===== src/rtl/sdrsp_pkg.sv =====
package sdrsp_pkg;

    localparam int SHORT_LEN  = 48;
    localparam int LONG_LEN   = 136;
    localparam int HW_W       = 16;
    localparam int FIFO_DEPTH = 8;
    localparam int SHORT_HW   = SHORT_LEN / HW_W;
    localparam int LONG_HW    = 128 / HW_W;
    localparam int PAYLOAD_W  = 127;          // stored bits; the live input bit completes 128
    localparam int SHORT_TOP  = SHORT_LEN - 1;
    localparam int LONG_TOP   = 127;
    localparam int CNT_W      = $clog2(LONG_LEN + 1);
    localparam int LVL_W      = $clog2(FIFO_DEPTH + 1);
    localparam int IDX_W      = $clog2(FIFO_DEPTH);

    typedef enum logic [1:0] {
        RSP_NONE      = 2'd0,
        RSP_SHORT_CRC = 2'd1,
        RSP_LONG      = 2'd2,
        RSP_SHORT_RAW = 2'd3
    } rsp_kind_e;

    typedef enum logic [1:0] {
        ST_IDLE,
        ST_WAIT,
        ST_SHIFT
    } rx_state_e;

    typedef struct packed {
        logic crc;
        logic tmo;
        logic done;
    } rx_flags_t;

    function automatic logic [CNT_W-1:0] frame_last(input rsp_kind_e k);
        return (k == RSP_LONG) ? CNT_W'(LONG_LEN - 1) : CNT_W'(SHORT_LEN - 1);
    endfunction

    function automatic logic crc_covers(input rsp_kind_e k, input logic [CNT_W-1:0] pos);
        if (k == RSP_LONG)
            return (pos >= CNT_W'(8)) && (pos < CNT_W'(128));
        return pos < CNT_W'(SHORT_LEN - 8);
    endfunction

    function automatic logic crc_checked(input rsp_kind_e k);
        return (k == RSP_SHORT_CRC) || (k == RSP_LONG);
    endfunction

endpackage


===== src/rtl/sdrsp_crc7.sv =====
module sdrsp_crc7 (
    input  logic       clk,
    input  logic       rst,
    input  logic       clr,
    input  logic       en,
    input  logic       din,
    output logic [6:0] crc
);
    logic [6:0] crc_q;
    logic       fb;

    assign fb = din ^ crc_q[6];

    always_ff @(posedge clk) begin
        if (rst || clr)
            crc_q <= '0;
        else if (en)
            crc_q <= {crc_q[5:3], crc_q[2] ^ fb, crc_q[1:0], fb};
    end

    assign crc = crc_q;
endmodule


===== src/rtl/sdrsp_shift.sv =====
module sdrsp_shift
    import sdrsp_pkg::*;
(
    input  logic                 clk,
    input  logic                 rst,
    input  logic                 clr,
    input  logic                 en,
    input  logic                 din,
    output logic [PAYLOAD_W-1:0] bits,
    output logic [CNT_W-1:0]     pos
);
    logic [PAYLOAD_W-1:0] bits_q;
    logic [CNT_W-1:0]     pos_q;

    always_ff @(posedge clk) begin
        if (rst || clr) begin
            bits_q <= '0;
            pos_q  <= '0;
        end else if (en) begin
            bits_q <= {bits_q[PAYLOAD_W-2:0], din};
            pos_q  <= pos_q + 1'b1;
        end
    end

    assign bits = bits_q;
    assign pos  = pos_q;
endmodule


===== src/rtl/sdrsp_fifo.sv =====
module sdrsp_fifo
    import sdrsp_pkg::*;
(
    input  logic                                clk,
    input  logic                                rst,
    input  logic                                flush,
    input  logic                                load,
    input  logic [LVL_W-1:0]                    load_cnt,
    input  logic [FIFO_DEPTH-1:0][HW_W-1:0]     load_data,
    input  logic                                rd_en,
    output logic [HW_W-1:0]                     rd_data
);
    logic [FIFO_DEPTH-1:0][HW_W-1:0] mem_q;
    logic [LVL_W-1:0]                lvl_q;
    logic [LVL_W-1:0]                ptr_q;
    logic                            has_data;

    assign has_data = ptr_q < lvl_q;

    always_ff @(posedge clk) begin
        if (rst || flush) begin
            lvl_q <= '0;
            ptr_q <= '0;
        end else if (load) begin
            mem_q <= load_data;
            lvl_q <= load_cnt;
            ptr_q <= '0;
        end else if (rd_en && has_data) begin
            ptr_q <= ptr_q + 1'b1;
        end
    end

    assign rd_data = has_data ? mem_q[ptr_q[IDX_W-1:0]] : '0;

    p_level_bound_r9: assert property (@(posedge clk) disable iff (rst)
        lvl_q <= LVL_W'(FIFO_DEPTH));
    p_ptr_in_range_r9: assert property (@(posedge clk) disable iff (rst)
        ptr_q <= lvl_q);
    p_empty_read_holds_r9: assert property (@(posedge clk) disable iff (rst)
        (rd_en && !has_data && !load && !flush) |=> $stable(ptr_q));
    p_flush_empties_r10: assert property (@(posedge clk) disable iff (rst)
        flush |=> (lvl_q == '0) && (rd_data == '0));
endmodule


===== src/rtl/sdrsp_capture.sv =====
module sdrsp_capture
    import sdrsp_pkg::*;
#(
    parameter int TMO_W = 8
) (
    input  logic             clk,
    input  logic             rst,
    input  logic             cmd_start,
    input  logic [1:0]       rsp_kind,
    input  logic [TMO_W-1:0] tmo_limit,
    input  logic             cmd_in,
    input  logic [2:0]       sts_clr,
    input  logic             rd_en,
    output logic [15:0]      rd_data,
    output logic             sts_end,
    output logic             sts_tmo,
    output logic             sts_crc
);
    rx_state_e            st_q;
    rsp_kind_e            kind_q;
    logic [TMO_W-1:0]     wait_q;
    rx_flags_t            flags_q;
    rx_flags_t            flags_set;

    logic                 shift_en;
    logic                 crc_en;
    logic                 last_bit;
    logic                 tmo_hit;
    logic                 load;
    logic                 crc_bad;
    logic                 is_long;
    logic [PAYLOAD_W-1:0] bits;
    logic [CNT_W-1:0]     pos;
    logic [6:0]           crc_calc;
    logic [PAYLOAD_W:0]   full;
    logic [LVL_W-1:0]     load_cnt;
    logic [FIFO_DEPTH-1:0][HW_W-1:0] load_data;

    // ---------------- control ----------------
    assign shift_en = !cmd_start &&
                      (((st_q == ST_WAIT) && !cmd_in) || (st_q == ST_SHIFT));
    assign crc_en   = shift_en && crc_covers(kind_q, pos);
    assign last_bit = (st_q == ST_SHIFT) && (pos == frame_last(kind_q));
    assign load     = last_bit && !cmd_start;
    assign tmo_hit  = !cmd_start && (st_q == ST_WAIT) && cmd_in &&
                      (({1'b0, wait_q} + 1'b1) >= {1'b0, tmo_limit});
    assign crc_bad  = crc_checked(kind_q) && (crc_calc != bits[6:0]);
    assign is_long  = (kind_q == RSP_LONG);

    always_ff @(posedge clk) begin
        if (rst) begin
            st_q   <= ST_IDLE;
            kind_q <= RSP_NONE;
            wait_q <= '0;
        end else if (cmd_start) begin
            kind_q <= rsp_kind_e'(rsp_kind);
            wait_q <= '0;
            st_q   <= (rsp_kind_e'(rsp_kind) == RSP_NONE) ? ST_IDLE : ST_WAIT;
        end else begin
            unique case (st_q)
                ST_WAIT: begin
                    if (!cmd_in)
                        st_q <= ST_SHIFT;
                    else if (tmo_hit)
                        st_q <= ST_IDLE;
                    else
                        wait_q <= wait_q + 1'b1;
                end
                ST_SHIFT: if (last_bit) st_q <= ST_IDLE;
                default: ;
            endcase
        end
    end

    // ---------------- status flags ----------------
    always_comb begin
        flags_set.done = (cmd_start && (rsp_kind_e'(rsp_kind) == RSP_NONE)) || tmo_hit || load;
        flags_set.tmo  = tmo_hit;
        flags_set.crc  = load && crc_bad;
    end

    always_ff @(posedge clk) begin
        if (rst)
            flags_q <= '0;
        else
            flags_q <= (flags_q & ~rx_flags_t'(sts_clr)) | flags_set;
    end

    assign sts_end = flags_q.done;
    assign sts_tmo = flags_q.tmo;
    assign sts_crc = flags_q.crc;

    // ---------------- datapath ----------------
    sdrsp_shift u_shift (
        .clk  (clk),
        .rst  (rst),
        .clr  (cmd_start),
        .en   (shift_en),
        .din  (cmd_in),
        .bits (bits),
        .pos  (pos)
    );

    sdrsp_crc7 u_crc (
        .clk (clk),
        .rst (rst),
        .clr (cmd_start),
        .en  (crc_en),
        .din (cmd_in),
        .crc (crc_calc)
    );

    assign full     = {bits, cmd_in};
    assign load_cnt = is_long ? LVL_W'(LONG_HW) : LVL_W'(SHORT_HW);

    for (genvar i = 0; i < FIFO_DEPTH; i++) begin : g_slot
        if (i < SHORT_HW) begin : g_both
            assign load_data[i] = is_long ? full[LONG_TOP - HW_W*i -: HW_W]
                                          : full[SHORT_TOP - HW_W*i -: HW_W];
        end else begin : g_long
            assign load_data[i] = is_long ? full[LONG_TOP - HW_W*i -: HW_W] : '0;
        end
    end

    sdrsp_fifo u_fifo (
        .clk       (clk),
        .rst       (rst),
        .flush     (cmd_start),
        .load      (load),
        .load_cnt  (load_cnt),
        .load_data (load_data),
        .rd_en     (rd_en),
        .rd_data   (rd_data)
    );

    // ---------------- assertions ----------------
    p_no_reply_done_r1: assert property (@(posedge clk) disable iff (rst)
        (cmd_start && rsp_kind == 2'd0) |=> sts_end && (st_q == ST_IDLE));
    p_shift_in_frame_r2: assert property (@(posedge clk) disable iff (rst)
        (st_q == ST_SHIFT) |-> (pos <= frame_last(kind_q)) && (pos != '0));
    p_raw_never_crc_r6: assert property (@(posedge clk) disable iff (rst)
        $rose(sts_crc) |-> crc_checked(kind_q));
    p_tmo_also_done_r7: assert property (@(posedge clk) disable iff (rst)
        $rose(sts_tmo) |-> sts_end);
    p_clear_wins_r8: assert property (@(posedge clk) disable iff (rst)
        (sts_clr[1] && !tmo_hit) |=> !sts_tmo);
endmodule


===== config.mk =====
export PLATFORM = sky130hd
export DESIGN_NAME = sdrsp_capture
export DESIGN_NICKNAME = d
export VERILOG_FILES = /design/src/rtl/sdrsp_pkg.sv /design/src/rtl/sdrsp_crc7.sv /design/src/rtl/sdrsp_shift.sv /design/src/rtl/sdrsp_fifo.sv /design/src/rtl/sdrsp_capture.sv
export SDC_FILE = /design/constraint.sdc
export NUM_CORES = 1
export LEC_CHECK = 0
export ABC_CLOCK_PERIOD_IN_PS = 8900
export BUFFER_PORTS_ARGS = -buffer_cell sky130_fd_sc_hd__buf_4
export CAP_MARGIN = 20
export CORE_ASPECT_RATIO = 2
export CORE_MARGIN = 2
export CORE_UTILIZATION = 34
export DETAILED_ROUTE_END_ITERATION = 12
export PLACE_DENSITY = 0.55
export RECOVER_POWER = 25
export SLEW_MARGIN = 20
export SYNTH_ARGS = -nofsm -noshare
export SYNTH_HDL_FRONTEND = slang
export SYNTH_SLANG_ARGS = --single-unit

===== constraint.sdc =====
create_clock -name clk -period 8.9 [get_ports clk]
set_input_delay 0 -clock clk [delete_from_list [all_inputs] [get_ports clk]]
set_output_delay 0 -clock clk [all_outputs]
set_load 0.02 [all_outputs]

==> flow_summary_export.csv <==
group,metric,value,unit
run_status,outcome,"complete, but fails checks",
run_status,violations,"max-capacitance violations, max-slew violations",
drt,vias,8031,
timing,max_slew_margin,-169.6,%
min_path,hold_end,"sts_tmo$_SDFF_PP0_",
timing,rsz0062_at_grt,"false",
clock_network,cts_buffers,26,
floorplanning,io_pins,37,
drt,drc,0,
drt,via_per_inst,4.933,
logic_synthesis,synth_flop_cell,"dfxtp_1",
timing,worst_pin_slew,4.044,ns
power_and_ir_drop,p_leak,0.004626,uW
place,routabilityCongestion,0.7626,
floorplanning,start_util,34.51,%
logic_synthesis,syn_inst,1148,
drt,dr.pass1.iters,6,
min_path,min-delay-start,"tmo_limit[1]",
timing,setup_violations,0,
timing,slew_viol_final,148,
timing,fmax,0.1861,GHz
clock_network,clock_sinks,291,
power_and_ir_drop,peakVddDrop,0.0001377,V
setup_path,cp-start-kind,"flip-flop",
timing,finalCriticalPeriod,5.374,ns
drt,routedWlPerCell,16.54,um
job,cap_viol_max_count,2,
place,io_buffer_count,36,
logic_synthesis,synth_edf_count,128,
logic_synthesis,async_reset_ff_share,0,%
drt,postRouteAntennaNets,0,
place,placed_area,12950,sq um
setup_path,critPathRequiredTime,9.00,ns
logic_synthesis,ys_ff_latch,291,
final_layout,final_nets,1191,
clock_network,cts-htree-levels,1,
setup_path,crit_arrival,5.48,ns
setup_path,worstSetupPathType,"reg2reg",
floorplanning,die-area,37850,sq um
timing,tns,0,ns
logic_synthesis,syn-num-nets,1181,
timing,hold_viol,0,
logic_synthesis,syn-cell-area,12310,sq um
global_routing,grt_usage,14.19,%
final_layout,area_growth,12.81,%
global_routing,grt_pass1_wl,43.75,mm
place,dp_hpwl,16.23,mm
drt,routed_wirelength,26.93,mm
setup_path,setup.worst_path.end_class,"flip-flop",
min_path,holdCritPathClass,"in2reg",
power_and_ir_drop,power_density,185.3,nW/um^2
floorplanning,core,35680,sq um
setup_path,critical_path_peak_fanout,95,
logic_synthesis,yosysWarnings,0,
global_routing,grt_overflow,0,
clock_network,postCtsSetupBuffers,0,
floorplanning,die_w,138.6,um
final_layout,drive_gt1_share,14.18,%
logic_synthesis,avgSynthCellArea,10.73,sq um
floorplanning,die_h,273.1,um
logic_synthesis,ys_seq_area_share,57.71,%
min_path,hold_depth,7,
drt,initialDrtViolationCount,482,
final_layout,final_cell_area,13890,sq um
final_layout,diodes,0,
clock_network,clkLatencyLatePin,0.54,ns
logic_synthesis,synthDistinctLibCells,47,
setup_path,reg2reg_depth,4,
floorplanning,num_rows,98,
timing,clock_skew,0.01106,ns
setup_path,timing.rr.start,"kind_q[0]$_SDFFE_PP0P_",
final_layout,fill_cells,3497,
setup_path,rrSetupSlack,3.53,ns
clock_network,cts_tree,"yes",
global_routing,grt_antenna_before_repair,0,
clock_network,clk_pin_slew_worst_paths,0.07,ns
clock_network,clock_path_buffers,3,
clock_network,cts_root_buffer,"clkbuf_16",
global_routing,grt_max_degree,101,
global_routing,grt_pass1_vias,8180,
setup_path,r2r-end,"u_fifo.mem_q[33]$_DFFE_PP_",
timing,fin_crit_sh,60.38,%
==> layer usage <==
layer / track usage [%] / vias up / wire, um
met4: 5.075 / 0 / 770
met1: 15.28 / 3923 / 10540
li1: - / 3983 / -
met5: 0 / - / 0
met2: 28.26 / 82 / 15040
met3: 1.437 / 43 / 575
==> synth_stat cells, types with 2 or more instances <==
| cell | instances | area [sq um] |
|---|---|---|
| nand2_1 | 275 | 1032 |
| dfxtp_1 | 163 | 3263 |
| a21oi_1 | 138 | 690.7 |
| edfxtp_1 | 128 | 3844 |
| and2_1 | 80 | 500.5 |
| clkbuf_1 | 64 | 240.2 |
| mux2_2 | 49 | 551.8 |
| nor2_1 | 40 | 150.1 |
| mux4_2 | 32 | 720.7 |
| mux2i_1 | 22 | 220.2 |
| nand3_1 | 17 | 85.08 |
| inv_1 | 16 | 60.06 |
| ha_1 | 15 | 187.7 |
| xnor2_1 | 14 | 122.6 |
| o21ai_0 | 13 | 65.06 |
| xor2_1 | 9 | 78.83 |
| buf_2 | 8 | 40.04 |
| nand2b_1 | 5 | 31.28 |
| nand4_1 | 5 | 31.28 |
| o31ai_1 | 5 | 37.54 |
| or4_1 | 5 | 37.54 |
| a21o_1 | 4 | 30.03 |
| or3_1 | 4 | 25.02 |
| and3_1 | 3 | 18.77 |
| buf_1 | 3 | 11.26 |
| nor3_1 | 3 | 15.01 |
| o21a_1 | 3 | 22.52 |
| a31oi_1 | 2 | 12.51 |
| buf_6 | 2 | 22.52 |
| nor2b_1 | 2 | 12.51 |
| nor3b_1 | 2 | 15.01 |
| o211ai_1 | 2 | 15.01 |
==> registers in the layout, indices dropped and copies added, names as in the netlist <==
| register | cells |
|---|---|
| u_fifo.mem_q | 128 |
| st_q | 2 |
| sts_end | 1 |
| u_fifo.ptr_q | 4 |
| kind_q | 2 |
| u_crc.crc | 7 |
| u_shift.pos | 8 |
| sts_crc | 1 |
| u_fifo.lvl_q | 2 |
| wait_q | 8 |
| sts_tmo | 1 |
| u_shift.bits | 127 |
==> metrics by stage <==
stage	util [%]	power (uW)	hold slack, ns	instances	setup slack (ns)
CTS	39.03	2610	0.1817	1628	4.954
detailed placement	36.28	1479	0.2556	1566	4.969
global placement	36.28	1478	0.2543	1566	5.034
floorplan	-	1457	0.1472	1148	1.497
finish	38.93	2574	0.1845	1628	3.526
global route	38.93	2659	0.2125	1628	2.820
==> cells by family after synthesis <==
| family | share of synthesized area, % |
|---|---|
| flip-flops | 57.71 |
| buffers and inverters | 3.038 |
| multiplexers | 12.12 |
| adder cells (fa/ha/maj) | 1.524 |
| AO/OA/AOI/OAI | 7.773 |
| AND/OR/NAND/NOR | 16.20 |
| XOR/XNOR | 1.636 |
==> critical path: stages, from the launching register on <==
cell and delay (ns):
dfxtp_1 0.32, inv_1 0.05, ha_1 1.13, clkbuf_1 2.90, o21ai_0 0.54
==> power by group <==
| part | internal [uW] | total [uW] | switching [uW] |
|---|---|---|---|
| registers | 1380 | 1380 | 1.33 |
| clock network | 620 | 1120 | 502 |
| logic | 21.1 | 67.7 | 46.6 |
==> final cells by class <==
class	count	area, sq um	area share [%]
tap	450	563.0	4.053
sequential	291	7109	51.18
clock inverter	14	137.6	0.9907
timing repair buffer	59	459.2	3.305
multi-input combinational	764	4861	34.99
inverter	16	60.06	0.4323
clock buffer	34	701.9	5.053
==> cells in the final DEF (no fill, tap or decap), types with 2 or more instances in the layout <==
cell / netlist / layout
nand2_1: 275 / 275
dfxtp_1: 163 / 161
a21oi_1: 138 / 138
edfxtp_1: 128 / 128
and2_1: 80 / 52
mux2_2: 49 / 49
buf_4: 0 / 40
nor2_1: 40 / 38
mux4_2: 32 / 32
and2_0: 0 / 28
clkbuf_16: 0 / 27
mux2i_1: 22 / 22
nand3_1: 17 / 17
inv_1: 16 / 16
ha_1: 15 / 15
xnor2_1: 14 / 14
dlygate4sd3_1: 0 / 14
o21ai_0: 13 / 12
clkbuf_1: 64 / 12
xor2_1: 9 / 9
nand2b_1: 5 / 5
or4_1: 5 / 5
o31ai_1: 5 / 5
nand4_1: 5 / 5
a21o_1: 4 / 4
or3_1: 4 / 4
clkinv_2: 0 / 4
o21a_1: 3 / 3
and3_1: 3 / 3
nor3_1: 3 / 3
clkinv_4: 0 / 3
nor3b_1: 2 / 2
nor2b_1: 2 / 2
o211ai_1: 2 / 2
a31oi_1: 2 / 2
o21ai_1: 1 / 2
bufinv_16: 0 / 2
clkinv_1: 0 / 2
clkinvlp_4: 0 / 2
dfxtp_2: 0 / 2
==> worst max-delay path by stage <==
stage / startpoint / endpoint / slack, ns / cells after the start
global placement: kind_q[0]$_SDFFE_PP0P_ / u_fifo.mem_q[73]$_SDFFCE_PN0P_ / 5.03 / 8
finish: kind_q[0]$_SDFFE_PP0P_ / u_fifo.mem_q[33]$_DFFE_PP_ / 3.53 / 4
CTS: kind_q[0]$_SDFFE_PP0P_ / u_fifo.mem_q[89]$_SDFFCE_PN0P_ / 4.95 / 8
global route: kind_q[0]$_SDFFE_PP0P_ / u_fifo.mem_q[33]$_DFFE_PP_ / 2.82 / 4
detailed placement: kind_q[0]$_SDFFE_PP0P_ / u_fifo.mem_q[120]$_SDFFCE_PN0P_ / 4.97 / 8
floorplan: kind_q[0]$_SDFFE_PP0P_ / u_fifo.mem_q[0]$_DFFE_PP_ / 1.50 / 7
==> repair_timing <==
action / CTS / global route
resized for setup: 0 / 0
endpoints found under the setup margin: 0 / 0
hold endpoints to repair: 21 / 0
hold buffers: 14 / 0
No activity file was read; power rests on OpenSTA's default activity.
